### src/rtl/msi_ring_pkg.sv
// Shared definitions for the interrupt ring writer: register word
// addresses, control bit positions, the control record and FSM states.
package msi_ring_pkg;

    localparam int CFG_AW = 3;
    localparam int SEL_W  = 2;

    localparam logic [CFG_AW-1:0] REG_CTRL    = 3'd0;
    localparam logic [CFG_AW-1:0] REG_BASE_HI = 3'd3;
    localparam logic [CFG_AW-1:0] REG_BASE_LO = 3'd4;
    localparam logic [CFG_AW-1:0] REG_RD_OFF  = 3'd5;
    localparam logic [CFG_AW-1:0] REG_WR_OFF  = 3'd6;

    localparam int CB_EN      = 0;
    localparam int CB_FULLDET = 1;
    localparam int CB_IRQ     = 3;
    localparam int CB_STOP    = 4;
    localparam int CB_SIZE    = 8;
    localparam int CB_STICKY  = 16;

    typedef struct packed {
        logic [SEL_W-1:0] size_sel;
        logic             stop_full;
        logic             irq_en;
        logic             full_det;
        logic             enable;
    } ring_ctrl_t;

    typedef enum logic {
        ST_IDLE,
        ST_BEAT
    } emit_st_e;

endpackage

### src/rtl/msi_ring_regs.sv
// Register file of the ring writer. Holds control, buffer base, read and
// write offsets and the sticky full flag. Assumes OW <= DW and that the
// base spans exactly two data words. An engine advance of the write
// offset takes priority over a software write in the same cycle.
module msi_ring_regs
    import msi_ring_pkg::*;
#(
    parameter int DW   = 32,
    parameter int OW   = 32,
    parameter int STEP = 16
) (
    input  logic              clk,
    input  logic              rst_n,
    input  logic [CFG_AW-1:0] cfg_addr,
    input  logic              cfg_wr,
    input  logic [DW-1:0]     cfg_wdata,
    output logic [DW-1:0]     cfg_rdata,
    input  logic              adv,
    input  logic              full_hit,
    output ring_ctrl_t        ctrl,
    output logic [2*DW-1:0]   base,
    output logic [OW-1:0]     rd_off,
    output logic [OW-1:0]     wr_off,
    output logic              sticky
);

    localparam int ALIGN = $clog2(STEP);

    ring_ctrl_t    ctrl_q;
    logic [DW-1:0] base_hi_q;
    logic [DW-1:0] base_lo_q;
    logic [OW-1:0] rd_off_q;
    logic [OW-1:0] wr_off_q;
    logic          sticky_q;
    logic [OW-1:0] wdata_aligned;
    logic          sticky_clr;

    assign wdata_aligned = {cfg_wdata[OW-1:ALIGN], {ALIGN{1'b0}}};
    assign sticky_clr    = cfg_wr && (cfg_addr == REG_CTRL) && cfg_wdata[CB_STICKY];

    // Control register: stores only the defined mode bits.
    always_ff @(posedge clk) begin
        if (!rst_n) begin
            ctrl_q <= '0;
        end else if (cfg_wr && cfg_addr == REG_CTRL) begin
            ctrl_q.enable    <= cfg_wdata[CB_EN];
            ctrl_q.full_det  <= cfg_wdata[CB_FULLDET];
            ctrl_q.irq_en    <= cfg_wdata[CB_IRQ];
            ctrl_q.stop_full <= cfg_wdata[CB_STOP];
            ctrl_q.size_sel  <= cfg_wdata[CB_SIZE +: SEL_W];
        end
    end

    // Buffer base address, written as two words.
    always_ff @(posedge clk) begin
        if (!rst_n) begin
            base_hi_q <= '0;
            base_lo_q <= '0;
        end else if (cfg_wr) begin
            if (cfg_addr == REG_BASE_HI) base_hi_q <= cfg_wdata;
            if (cfg_addr == REG_BASE_LO) base_lo_q <= cfg_wdata;
        end
    end

    // Consumer position, written by software only.
    always_ff @(posedge clk) begin
        if (!rst_n) begin
            rd_off_q <= '0;
        end else if (cfg_wr && cfg_addr == REG_RD_OFF) begin
            rd_off_q <= wdata_aligned;
        end
    end

    // Producer position: free-running, engine advance has priority.
    always_ff @(posedge clk) begin
        if (!rst_n) begin
            wr_off_q <= '0;
        end else if (adv) begin
            wr_off_q <= wr_off_q + OW'(STEP);
        end else if (cfg_wr && cfg_addr == REG_WR_OFF) begin
            wr_off_q <= wdata_aligned;
        end
    end

    // Sticky full flag: set wins over a write-one-to-clear.
    always_ff @(posedge clk) begin
        if (!rst_n) begin
            sticky_q <= 1'b0;
        end else begin
            sticky_q <= full_hit | (sticky_q & ~sticky_clr);
        end
    end

    // Read mux over the register words.
    always_comb begin
        cfg_rdata = '0;
        case (cfg_addr)
            REG_CTRL: begin
                cfg_rdata[CB_EN]              = ctrl_q.enable;
                cfg_rdata[CB_FULLDET]         = ctrl_q.full_det;
                cfg_rdata[CB_IRQ]             = ctrl_q.irq_en;
                cfg_rdata[CB_STOP]            = ctrl_q.stop_full;
                cfg_rdata[CB_SIZE +: SEL_W]   = ctrl_q.size_sel;
                cfg_rdata[CB_STICKY]          = sticky_q;
            end
            REG_BASE_HI: cfg_rdata = base_hi_q;
            REG_BASE_LO: cfg_rdata = base_lo_q;
            REG_RD_OFF:  cfg_rdata = DW'(rd_off_q);
            REG_WR_OFF:  cfg_rdata = DW'(wr_off_q);
            default:     cfg_rdata = '0;
        endcase
    end

    assign ctrl   = ctrl_q;
    assign base   = {base_hi_q, base_lo_q};
    assign rd_off = rd_off_q;
    assign wr_off = wr_off_q;
    assign sticky = sticky_q;

endmodule

### src/rtl/msi_ring_track.sv
// Ring position logic. Derives the position mask from the size selector,
// the record address, the full condition and the interrupt level. Purely
// combinational. Assumes MIN_SHIFT + 2^SEL_W - 1 < OW.
module msi_ring_track
    import msi_ring_pkg::*;
#(
    parameter int OW        = 32,
    parameter int AW        = 64,
    parameter int STEP      = 16,
    parameter int MIN_SHIFT = 15
) (
    input  logic [SEL_W-1:0] size_sel,
    input  logic [OW-1:0]    wr_off,
    input  logic [OW-1:0]    rd_off,
    input  logic [AW-1:0]    base,
    input  logic             enable,
    input  logic             irq_en,
    output logic [AW-1:0]    rec_addr,
    output logic             full,
    output logic             irq
);

    localparam int            NSIZES  = 1 << SEL_W;
    localparam logic [OW-1:0] LOW_CLR = ~OW'(STEP - 1);

    logic [OW-1:0] mask_tab [NSIZES];
    logic [OW-1:0] pos_mask;
    logic [OW-1:0] wr_pos;
    logic [OW-1:0] rd_pos;
    logic [OW-1:0] next_pos;

    // One position mask per size encoding.
    for (genvar g = 0; g < NSIZES; g++) begin : g_mask
        assign mask_tab[g] = ((OW'(1) << (MIN_SHIFT + g)) - OW'(1)) & LOW_CLR;
    end

    assign pos_mask = mask_tab[size_sel];
    assign wr_pos   = wr_off & pos_mask;
    assign rd_pos   = rd_off & pos_mask;
    assign next_pos = (wr_off + OW'(STEP)) & pos_mask;

    assign full     = (next_pos == rd_pos);
    assign irq      = enable && irq_en && (wr_pos != rd_pos);
    assign rec_addr = base + AW'(wr_pos);

endmodule

### src/rtl/msi_ring_emit.sv
// Record emitter. Takes one message at a time, decides drop or write,
// and sends the record as BEATS ascending data-width beats, each held
// until accepted. Assumes rec_addr is stable while idle.
module msi_ring_emit
    import msi_ring_pkg::*;
#(
    parameter int DW    = 32,
    parameter int AW    = 64,
    parameter int NUM_W = 16,
    parameter int BEATS = 4
) (
    input  logic             clk,
    input  logic             rst_n,
    input  logic             msg_valid,
    input  logic [NUM_W-1:0] msg_num,
    output logic             msg_ready,
    input  logic             enable,
    input  logic             full_det,
    input  logic             stop_full,
    input  logic             full,
    input  logic [AW-1:0]    rec_addr,
    output logic [AW-1:0]    mem_addr,
    output logic [DW-1:0]    mem_data,
    output logic             mem_valid,
    input  logic             mem_ready,
    output logic             adv,
    output logic             full_hit
);

    localparam int BW      = (BEATS > 1) ? $clog2(BEATS) : 1;
    localparam int BYTE_SH = $clog2(DW / 8);

    emit_st_e         state_q;
    logic [BW-1:0]    beat_q;
    logic [NUM_W-1:0] num_q;
    logic [AW-1:0]    addr_q;
    logic             accept;
    logic             drop;
    logic             start;
    logic             beat_done;
    logic             last_beat;

    assign msg_ready = (state_q == ST_IDLE);
    assign accept    = msg_valid && msg_ready;
    assign drop      = full && full_det && stop_full;
    assign start     = accept && enable && !drop;
    assign full_hit  = accept && enable && full && full_det;
    assign mem_valid = (state_q == ST_BEAT);
    assign beat_done = mem_valid && mem_ready;
    assign last_beat = (beat_q == BW'(BEATS - 1));
    assign adv       = beat_done && last_beat;

    // Sequencer: idle until a message starts a record, then step beats.
    always_ff @(posedge clk) begin
        if (!rst_n) begin
            state_q <= ST_IDLE;
            beat_q  <= '0;
        end else if (state_q == ST_IDLE) begin
            if (start) begin
                state_q <= ST_BEAT;
                beat_q  <= '0;
            end
        end else if (beat_done) begin
            if (last_beat) begin
                state_q <= ST_IDLE;
            end else begin
                beat_q <= beat_q + BW'(1);
            end
        end
    end

    // Latch the interrupt number and record address at record start.
    always_ff @(posedge clk) begin
        if (!rst_n) begin
            num_q  <= '0;
            addr_q <= '0;
        end else if (start) begin
            num_q  <= msg_num;
            addr_q <= rec_addr;
        end
    end

    // Beat address and data from the latched record and beat index.
    always_comb begin
        mem_addr = addr_q + (AW'(beat_q) << BYTE_SH);
        mem_data = (beat_q == '0) ? DW'(num_q) : '0;
    end

endmodule

### src/rtl/msi_ring_writer.sv
// Top of the interrupt ring writer: register file, ring position logic
// and record emitter. Assumes REC_BYTES is a power of two multiple of the
// data width in bytes and that the base address spans two data words.
module msi_ring_writer
    import msi_ring_pkg::*;
#(
    parameter int DW        = 32,
    parameter int NUM_W     = 16,
    parameter int REC_BYTES = 16,
    parameter int MIN_SHIFT = 15
) (
    input  logic              clk,
    input  logic              rst_n,
    input  logic [CFG_AW-1:0] cfg_addr,
    input  logic              cfg_wr,
    input  logic [DW-1:0]     cfg_wdata,
    output logic [DW-1:0]     cfg_rdata,
    input  logic              msg_valid,
    input  logic [NUM_W-1:0]  msg_num,
    output logic              msg_ready,
    output logic [2*DW-1:0]   mem_addr,
    output logic [DW-1:0]     mem_data,
    output logic              mem_valid,
    input  logic              mem_ready,
    output logic              irq_out
);

    localparam int AW    = 2 * DW;
    localparam int OW    = DW;
    localparam int BEATS = REC_BYTES / (DW / 8);

    ring_ctrl_t    ctrl;
    logic [AW-1:0] base;
    logic [OW-1:0] rd_off;
    logic [OW-1:0] wr_off;
    logic          sticky;
    logic [AW-1:0] rec_addr;
    logic          ring_full;
    logic          adv;
    logic          full_hit;
    logic          ctl_en;
    logic          ctl_fd;
    logic          ctl_stop;

    assign ctl_en   = ctrl.enable;
    assign ctl_fd   = ctrl.full_det;
    assign ctl_stop = ctrl.stop_full;

    msi_ring_regs #(
        .DW   (DW),
        .OW   (OW),
        .STEP (REC_BYTES)
    ) u_regs (
        .clk       (clk),
        .rst_n     (rst_n),
        .cfg_addr  (cfg_addr),
        .cfg_wr    (cfg_wr),
        .cfg_wdata (cfg_wdata),
        .cfg_rdata (cfg_rdata),
        .adv       (adv),
        .full_hit  (full_hit),
        .ctrl      (ctrl),
        .base      (base),
        .rd_off    (rd_off),
        .wr_off    (wr_off),
        .sticky    (sticky)
    );

    msi_ring_track #(
        .OW        (OW),
        .AW        (AW),
        .STEP      (REC_BYTES),
        .MIN_SHIFT (MIN_SHIFT)
    ) u_track (
        .size_sel (ctrl.size_sel),
        .wr_off   (wr_off),
        .rd_off   (rd_off),
        .base     (base),
        .enable   (ctl_en),
        .irq_en   (ctrl.irq_en),
        .rec_addr (rec_addr),
        .full     (ring_full),
        .irq      (irq_out)
    );

    msi_ring_emit #(
        .DW    (DW),
        .AW    (AW),
        .NUM_W (NUM_W),
        .BEATS (BEATS)
    ) u_emit (
        .clk       (clk),
        .rst_n     (rst_n),
        .msg_valid (msg_valid),
        .msg_num   (msg_num),
        .msg_ready (msg_ready),
        .enable    (ctl_en),
        .full_det  (ctl_fd),
        .stop_full (ctl_stop),
        .full      (ring_full),
        .rec_addr  (rec_addr),
        .mem_addr  (mem_addr),
        .mem_data  (mem_data),
        .mem_valid (mem_valid),
        .mem_ready (mem_ready),
        .adv       (adv),
        .full_hit  (full_hit)
    );

endmodule

### config.mk
export PLATFORM = sky130hd
export DESIGN_NAME = msi_ring_writer
export DESIGN_NICKNAME = d
export VERILOG_FILES = /design/src/rtl/msi_ring_pkg.sv /design/src/rtl/msi_ring_regs.sv /design/src/rtl/msi_ring_track.sv /design/src/rtl/msi_ring_emit.sv /design/src/rtl/msi_ring_writer.sv
export SDC_FILE = /design/constraint.sdc
export NUM_CORES = 1
export LEC_CHECK = 0
export BUFFER_PORTS_ARGS = -buffer_cell sky130_fd_sc_hd__buf_2
export CORE_UTILIZATION = 53
export DETAILED_ROUTE_END_ITERATION = 6
export GPL_ROUTABILITY_DRIVEN = 0
export HOLD_SLACK_MARGIN = 0.03
export PLACE_DENSITY = 0.78
export SYNTH_ARGS = -nofsm -noshare
export SYNTH_HDL_FRONTEND = slang
export SYNTH_HIERARCHICAL = 1
export SYNTH_SLANG_ARGS = --single-unit
export TNS_END_PERCENT = 10
### constraint.sdc
create_clock -name clk -period 3.15 [get_ports clk]
set_clock_uncertainty 0.2 [all_clocks]
set_input_delay 0.1575 -clock clk [delete_from_list [all_inputs] [get_ports clk]]
set_output_delay 0.1575 -clock clk [all_outputs]
set_load 0.02 [all_outputs]
; ---- Yosys cells after proc, flatten, opt, wreduce, memory -nomap -nowiden
; Cells that the tools add are included.
[word_totals]
regBits = 214
input_bits = 56
output_inout_bits = 131
wordCells = 81
[classes]
add_sub_neg = 4
n_lt_le_gt_ge = 1
eq_ne = 9
mux = 22
bitwise = 8
n_reduce_logical = 23
[ops]
columns = operator, count
row1 = $mux 32, 4
row2 = $and 32x32->32, 3
row3 = $add 64x32->64, 1
row4 = $add 64x4->64, 1
row5 = $bmux 32 s2, 1
row6 = $pmux 15 s4, 1
row7 = $add 32x5->32 const B, 1
row8 = $eq 32x32->1, 1
row9 = $ne 32x32->1, 1
row10 = $pmux 6 s4, 1
row11 = $pmux 2 s5, 2
row12 = $mux 16, 1
row13 = $logic_and 1x1->1, 15
row14 = $pmux 3 s4, 1
row15 = $eq 3x3->1 const B, 3
row16 = $mux 2, 4
row17 = $pmux 2 s4, 1
row18 = $pmux 1 s5, 1
row19 = $mux 1, 4
row20 = $ne 2x2->1 const B, 2
row21 = $reduce_and 2->1, 2
row22 = $reduce_bool 2->1, 2
row23 = $eq 3x2->1 const B, 1
row24 = $ge 3x3->1 const B, 1
row25 = 11 further kinds, 12

; ---- Longest topological paths before layout
[logic_depth]
ltp_word = 12
ltp_mapped = 12
mapped_depth_nobuf = 11

; ---- Cells and area by module
; The synthesis kept the hierarchy.
[modules_own_cells]
columns = module, instances, cells_each, area_each_um2, seq_area_each_um2
row1 = msi_ring_regs, 1, 784, 6025.8, 2542.4
row2 = msi_ring_emit, 1, 609, 4730.8, 1661.6
row3 = msi_ring_track, 1, 349, 2426.1, 0.0

; ---- Worst setup path before layout
; No wires, ideal clock.
[synth_timing]
kind = register to register
startpoint = register u_regs.wr_off_q[5], in the netlist u_regs/wr_off[5]
endpoint = register u_emit.addr_q[0]
setup_time_ps = 76
t_arrival_ps = 2840
required_ps = 2874
setup_slack_ps = 34
stages_incl_launch_ff = 13
n_path_buf = 2
period_less_slack_ps = 3116
path_cell_list = dfxtp_1 -> ha_1 -> nand3_1 -> nor2_1 -> xnor2_1 -> nand2_1 -> mux2_2 -> nor4_1 -> a31o_2 -> clkbuf_1 -> clkbuf_1 -> nand2_1 -> a21boi_0
[synth_via]
elab_chain_cells = 7
[synth_lines]
columns = element, line
row1 = from (decl), msi_ring_regs.sv:33  ; logic [OW-1:0] wr_off_q;
row2 = from (signal assigned), msi_ring_regs.sv:79  ; wr_off_q <= wr_off_q + OW'(STEP);
row3 = from (signal assigned), msi_ring_regs.sv:81  ; wr_off_q <= wdata_aligned;
row4 = $add 32x5->32, msi_ring_track.sv:40  ; assign next_pos = (wr_off + OW'(STEP)) & pos_mask;
row5 = $and 32x32->32, msi_ring_track.sv:40
row6 = $eq 32x32->1, msi_ring_track.sv:42  ; assign full = (next_pos == rd_pos);
row7 = via ring_full, msi_ring_writer.sv:38  ; logic ring_full;
row8 = $logic_and 1x1->1 (2 in a row), msi_ring_emit.sv:45  ; assign drop = full && full_det && stop_full;
row9 = $logic_not 1->1, msi_ring_emit.sv:46  ; assign start = accept && enable && !drop;
row10 = $logic_and 1x1->1, msi_ring_emit.sv:46
row11 = to (signal assigned), msi_ring_emit.sv:79  ; addr_q <= rec_addr;
row12 = to (decl), msi_ring_emit.sv:36  ; logic [AW-1:0] addr_q;
; The timed path passes the listed nets, and every way through them passes these cells.
; A chain may end at the register's enable or synchronous reset.

; ---- Final worst setup path
[layout_timing]
startpoint = register u_regs.wr_off_q[7], in the netlist u_regs/wr_off[7]
endpoint = register u_emit.addr_q[36]
[layout_via]
word_cells_on_any_way = 9
cone_classes = add/sub (2) / eq/ne (1) / bitwise (2) / reduce/logical (4)
[layout_rtl]
columns = element, line
row1 = $and 32x32->32, msi_ring_track.sv:38  ; assign wr_pos = wr_off & pos_mask;
row2 = $add 64x32->64, msi_ring_track.sv:44  ; assign rec_addr = base + AW'(wr_pos);
row3 = via rec_addr[36], msi_ring_writer.sv:37  ; logic [AW-1:0] rec_addr;
; The timed path passes the listed nets, and every way through them passes these cells.

==> tab_implementation.tex <==
\begin{tabular}{lr}
\hline
Metric & Value \\
\hline
\multicolumn{2}{l}{\textbf{Drt}} \\
Antenna-violating nets left & 0 \\
Drt wl/cell & 18.5 um \\
Detailed-route via count & 13.7k \\
Via/cell ratio & 6.01 \\
Number of optimization iterations in the first detailed-route pass & 6 \\
1st-iter DRT viols & 1625 \\
Number of remaining DRC errors & 0 \\
Overall routed net length & 42200 um \\
\multicolumn{2}{l}{\textbf{Clock tree}} \\
Max H-tree Level & 1 \\
CTS tree & yes \\
Clock latency on the worst-skew pair & 0.51 ns \\
Number of buffers between clock root and the deepest sink & 3 \\
Clock tree root buffer cell & clkbuf\_16 \\
Number of buffers created by CTS & 23 \\
Clock Sinks & 210 \\
Clock-pin slew on the worst setup and hold paths & 0.06 ns \\
\multicolumn{2}{l}{\textbf{Power and ir drop}} \\
Fraction of power spent switching nets & 23.6\% \\
Combinational fraction of design power & 7.8\% \\
NetSw & 1.44 mW \\
Internal Power & 4.66 mW \\
Pleak & 6.39 nW \\
Pwr Density & 384 nW/um\^{}2 \\
Maximum ir drop on the vdd rail & 0.419 mV \\
Clock power frac & 47.2\% \\
Power share of the sequential group & 45.0\% \\
\multicolumn{2}{l}{\textbf{Critical path}} \\
Critical setup path kind & reg -> reg \\
Type of destination of the critical path & register \\
Biggest fanout along the worst timing path & 8 \\
Type of element launching the critical path & register \\
Arrival @ worst endpoint & 3.32 ns \\
Data required, critical path & 3.38 ns \\
Register-to-Register Path Depth & 10 \\
\multicolumn{2}{l}{\textbf{Floorplan}} \\
Total die area & 25400 um\^{}2 \\
IO Pins & 187 \\
Num rows & 57 \\
Initial cell density of the core & 53.9\% \\
Floorplan core area & 24300 um\^{}2 \\
Chip height & 159 um \\
Die Width & 159 um \\
\multicolumn{2}{l}{\textbf{Cells and area}} \\
Number of nets in the finished design & 2015 \\
Area growth from synthesis to final layout & 21.2\% \\
Layout Utilization & 65.4\% \\
Final std cell area, no fill & 15900 um\^{}2 \\
Number of diodes & 0 \\
Layout cell share with drive strength beyond 1 & 18.4\% \\
\multicolumn{2}{l}{\textbf{STA}} \\
Timing-limited maximum frequency & 0.324 GHz \\
Max-slew headroom & 47.1\% \\
Fin crit period & 3.09 ns \\
Worst Tran Pin Value & 0.794 ns \\
Number of setup violations in the final report & 0 \\
Setup repair after global routing missed its margin & true \\
Hold violation total from the final report & 0 \\
Period Utilization, post-route & 98.0\% \\
Max-slew violations & 0 \\
\multicolumn{2}{l}{\textbf{Logic synthesis}} \\
Avg Cell Area, Syn & 7.57 um\^{}2 \\
Post-synthesis cell count & 1733 \\
Syn Std Cell Area & 13100 um\^{}2 \\
Number of warnings issued by yosys & 6 \\
\multicolumn{2}{l}{\textbf{Placed design}} \\
Half-perimeter wire length after detailed placement & 29900 um \\
Area post-placement & 14300 um\^{}2 \\
Number of port buffers & 170 \\
\multicolumn{2}{l}{\textbf{Outcome}} \\
Result of the run & finished, final reports clean \\
\multicolumn{2}{l}{\textbf{GRT}} \\
Initial antenna violation count & 0 \\
Via count of the first global-routing pass & 12.3k \\
Total gr overflow & 0 \\
Maximum number of pins on one net before global-route repair & 91 \\
GRT Total Usage & 31.7\% \\
First-pass GRT wire length & 65800 um \\
\multicolumn{2}{l}{\textbf{Min path}} \\
WHS Path Cells & 3 \\
Worst min path class & in -> reg \\
\multicolumn{2}{l}{\textbf{Job}} \\
Number of maximum-capacitance constraint violations & 0 \\
\hline
\end{tabular}
[metal layers]
| metal | up-vias | wire length [um] | GRT usage, % |
|---|---|---|---|
| met3 | 119 | 4140 | 4.77 |
| met1 | 6358 | 17500 | 43.7 |
| li1 | 6407 | - | - |
| met5 | - | 0 | 0 |
| met4 | 0 | 1340 | 11.1 |
| met2 | 810 | 19200 | 50.4 |
[registers in the layout, summed over array words and instances (netlist names), 2 cells and up]
register and flops:
u_emit/beat_q 2, u_emit/num_q 16, u_regs/base_hi_q 32, u_regs/rd_off 28, u_regs/base_lo_q 32, u_regs/wr_off 28
u_regs/ctrl 6, u_emit/addr_q 64
[layout by cell type, fill, tap and decap left out, types with 17 or more instances in the layout]
| cell type | count |
|---|---|
| nand2_1 | 470 |
| xnor2_1 | 72 |
| nor2_1 | 45 |
| nor3_1 | 19 |
| and3_1 | 23 |
| buf_4 | 66 |
| o21ai_0 | 34 |
| and2_1 | 39 |
| a21boi_0 | 82 |
| dfxtp_1 | 204 |
| nand4_1 | 39 |
| a21oi_1 | 128 |
| clkbuf_16 | 23 |
| inv_1 | 28 |
| nand3_1 | 45 |
| a31oi_1 | 17 |
| dlygate4sd3_1 | 51 |
| ha_1 | 18 |
| a22oi_1 | 49 |
| xor2_1 | 66 |
| buf_2 | 167 |
[timing repair]
action                     in CTS  in global routing
cloned                          0                  2
buffers inserted                4                  5
pin swaps                       4                 10
hold buffers                   51                  0
gates resized for setup         3                 34
setup endpoints to repair      32                111
hold endpoints to repair      145                  0
[power groups by stage]
stage | Combinational (mW) | Clock (mW) | Sequential [mW]
2_1_floorplan | 0.266 | 0 | 2.79
3_3_place_gp | 0.401 | 0 | 2.80
3_5_place_dp | 0.406 | 0 | 2.80
4_1_cts | 0.457 | 2.91 | 2.74
5_1_grt | 0.507 | 3.01 | 2.75
6_report | 0.476 | 2.88 | 2.74
[path summary, 6_finish.rpt]
| kind | startpoint | endpoint | slack, ns |
|---|---|---|---|
| worst min-delay path | rst_n | u_regs/rd_off[24]$_SDFFE_PN0P_ | 0.1 |
| worst min register to register | u_regs/rd_off[18]$_SDFFE_PN0P_ | u_regs/rd_off[18]$_SDFFE_PN0P_ | 0.26 |
| worst max-delay path | u_regs/wr_off[7]$_SDFFE_PN0P_ | u_emit/addr_q[36]$_SDFFE_PN0P_ | 0.06 |
| worst max register to register | u_regs/wr_off[7]$_SDFFE_PN0P_ | u_emit/addr_q[36]$_SDFFE_PN0P_ | 0.06 |
[through the flow]
stage	TNS (ns)	total power, mW	hold WS [ns]	std cells	worst slack [ns]
final	0	6.10	0.0981	2277	0.0627
after global routing	-0.122	6.26	0.125	2277	-0.0357
after CTS	-0.103	6.11	0.0648	2270	-0.0447
after detailed placement	0	3.21	0.219	2174	0.0401
after global placement	0	3.20	0.212	2174	0.152
after floorplan	0	3.05	0.0854	1748	0.0341
[area by class of cell]
class / instances / area (um^2)
Sequential cell: 210 / 4210
Timing Repair Buffer: 289 / 1930
Tap cell: 324 / 405
Clock inverter: 10 / 154
Multi-Input combinational cell: 1384 / 8430
Fill cell: 2027 / 8420
Inverter: 29 / 110
Clock buffer: 31 / 656
[critical path, stage by stage, from the launching register on]
cell	delay, ns
dfxtp_1	0.44
buf_4	0.21
ha_1	0.32
o21a_1	0.21
o31a_1	0.16
a2111o_1	0.58
and3b_4	0.29
and3_1	0.17
xor2_1	0.21
nand2_1	0.08
a21boi_0	0.14
Power figures use the tool's default switching activity.
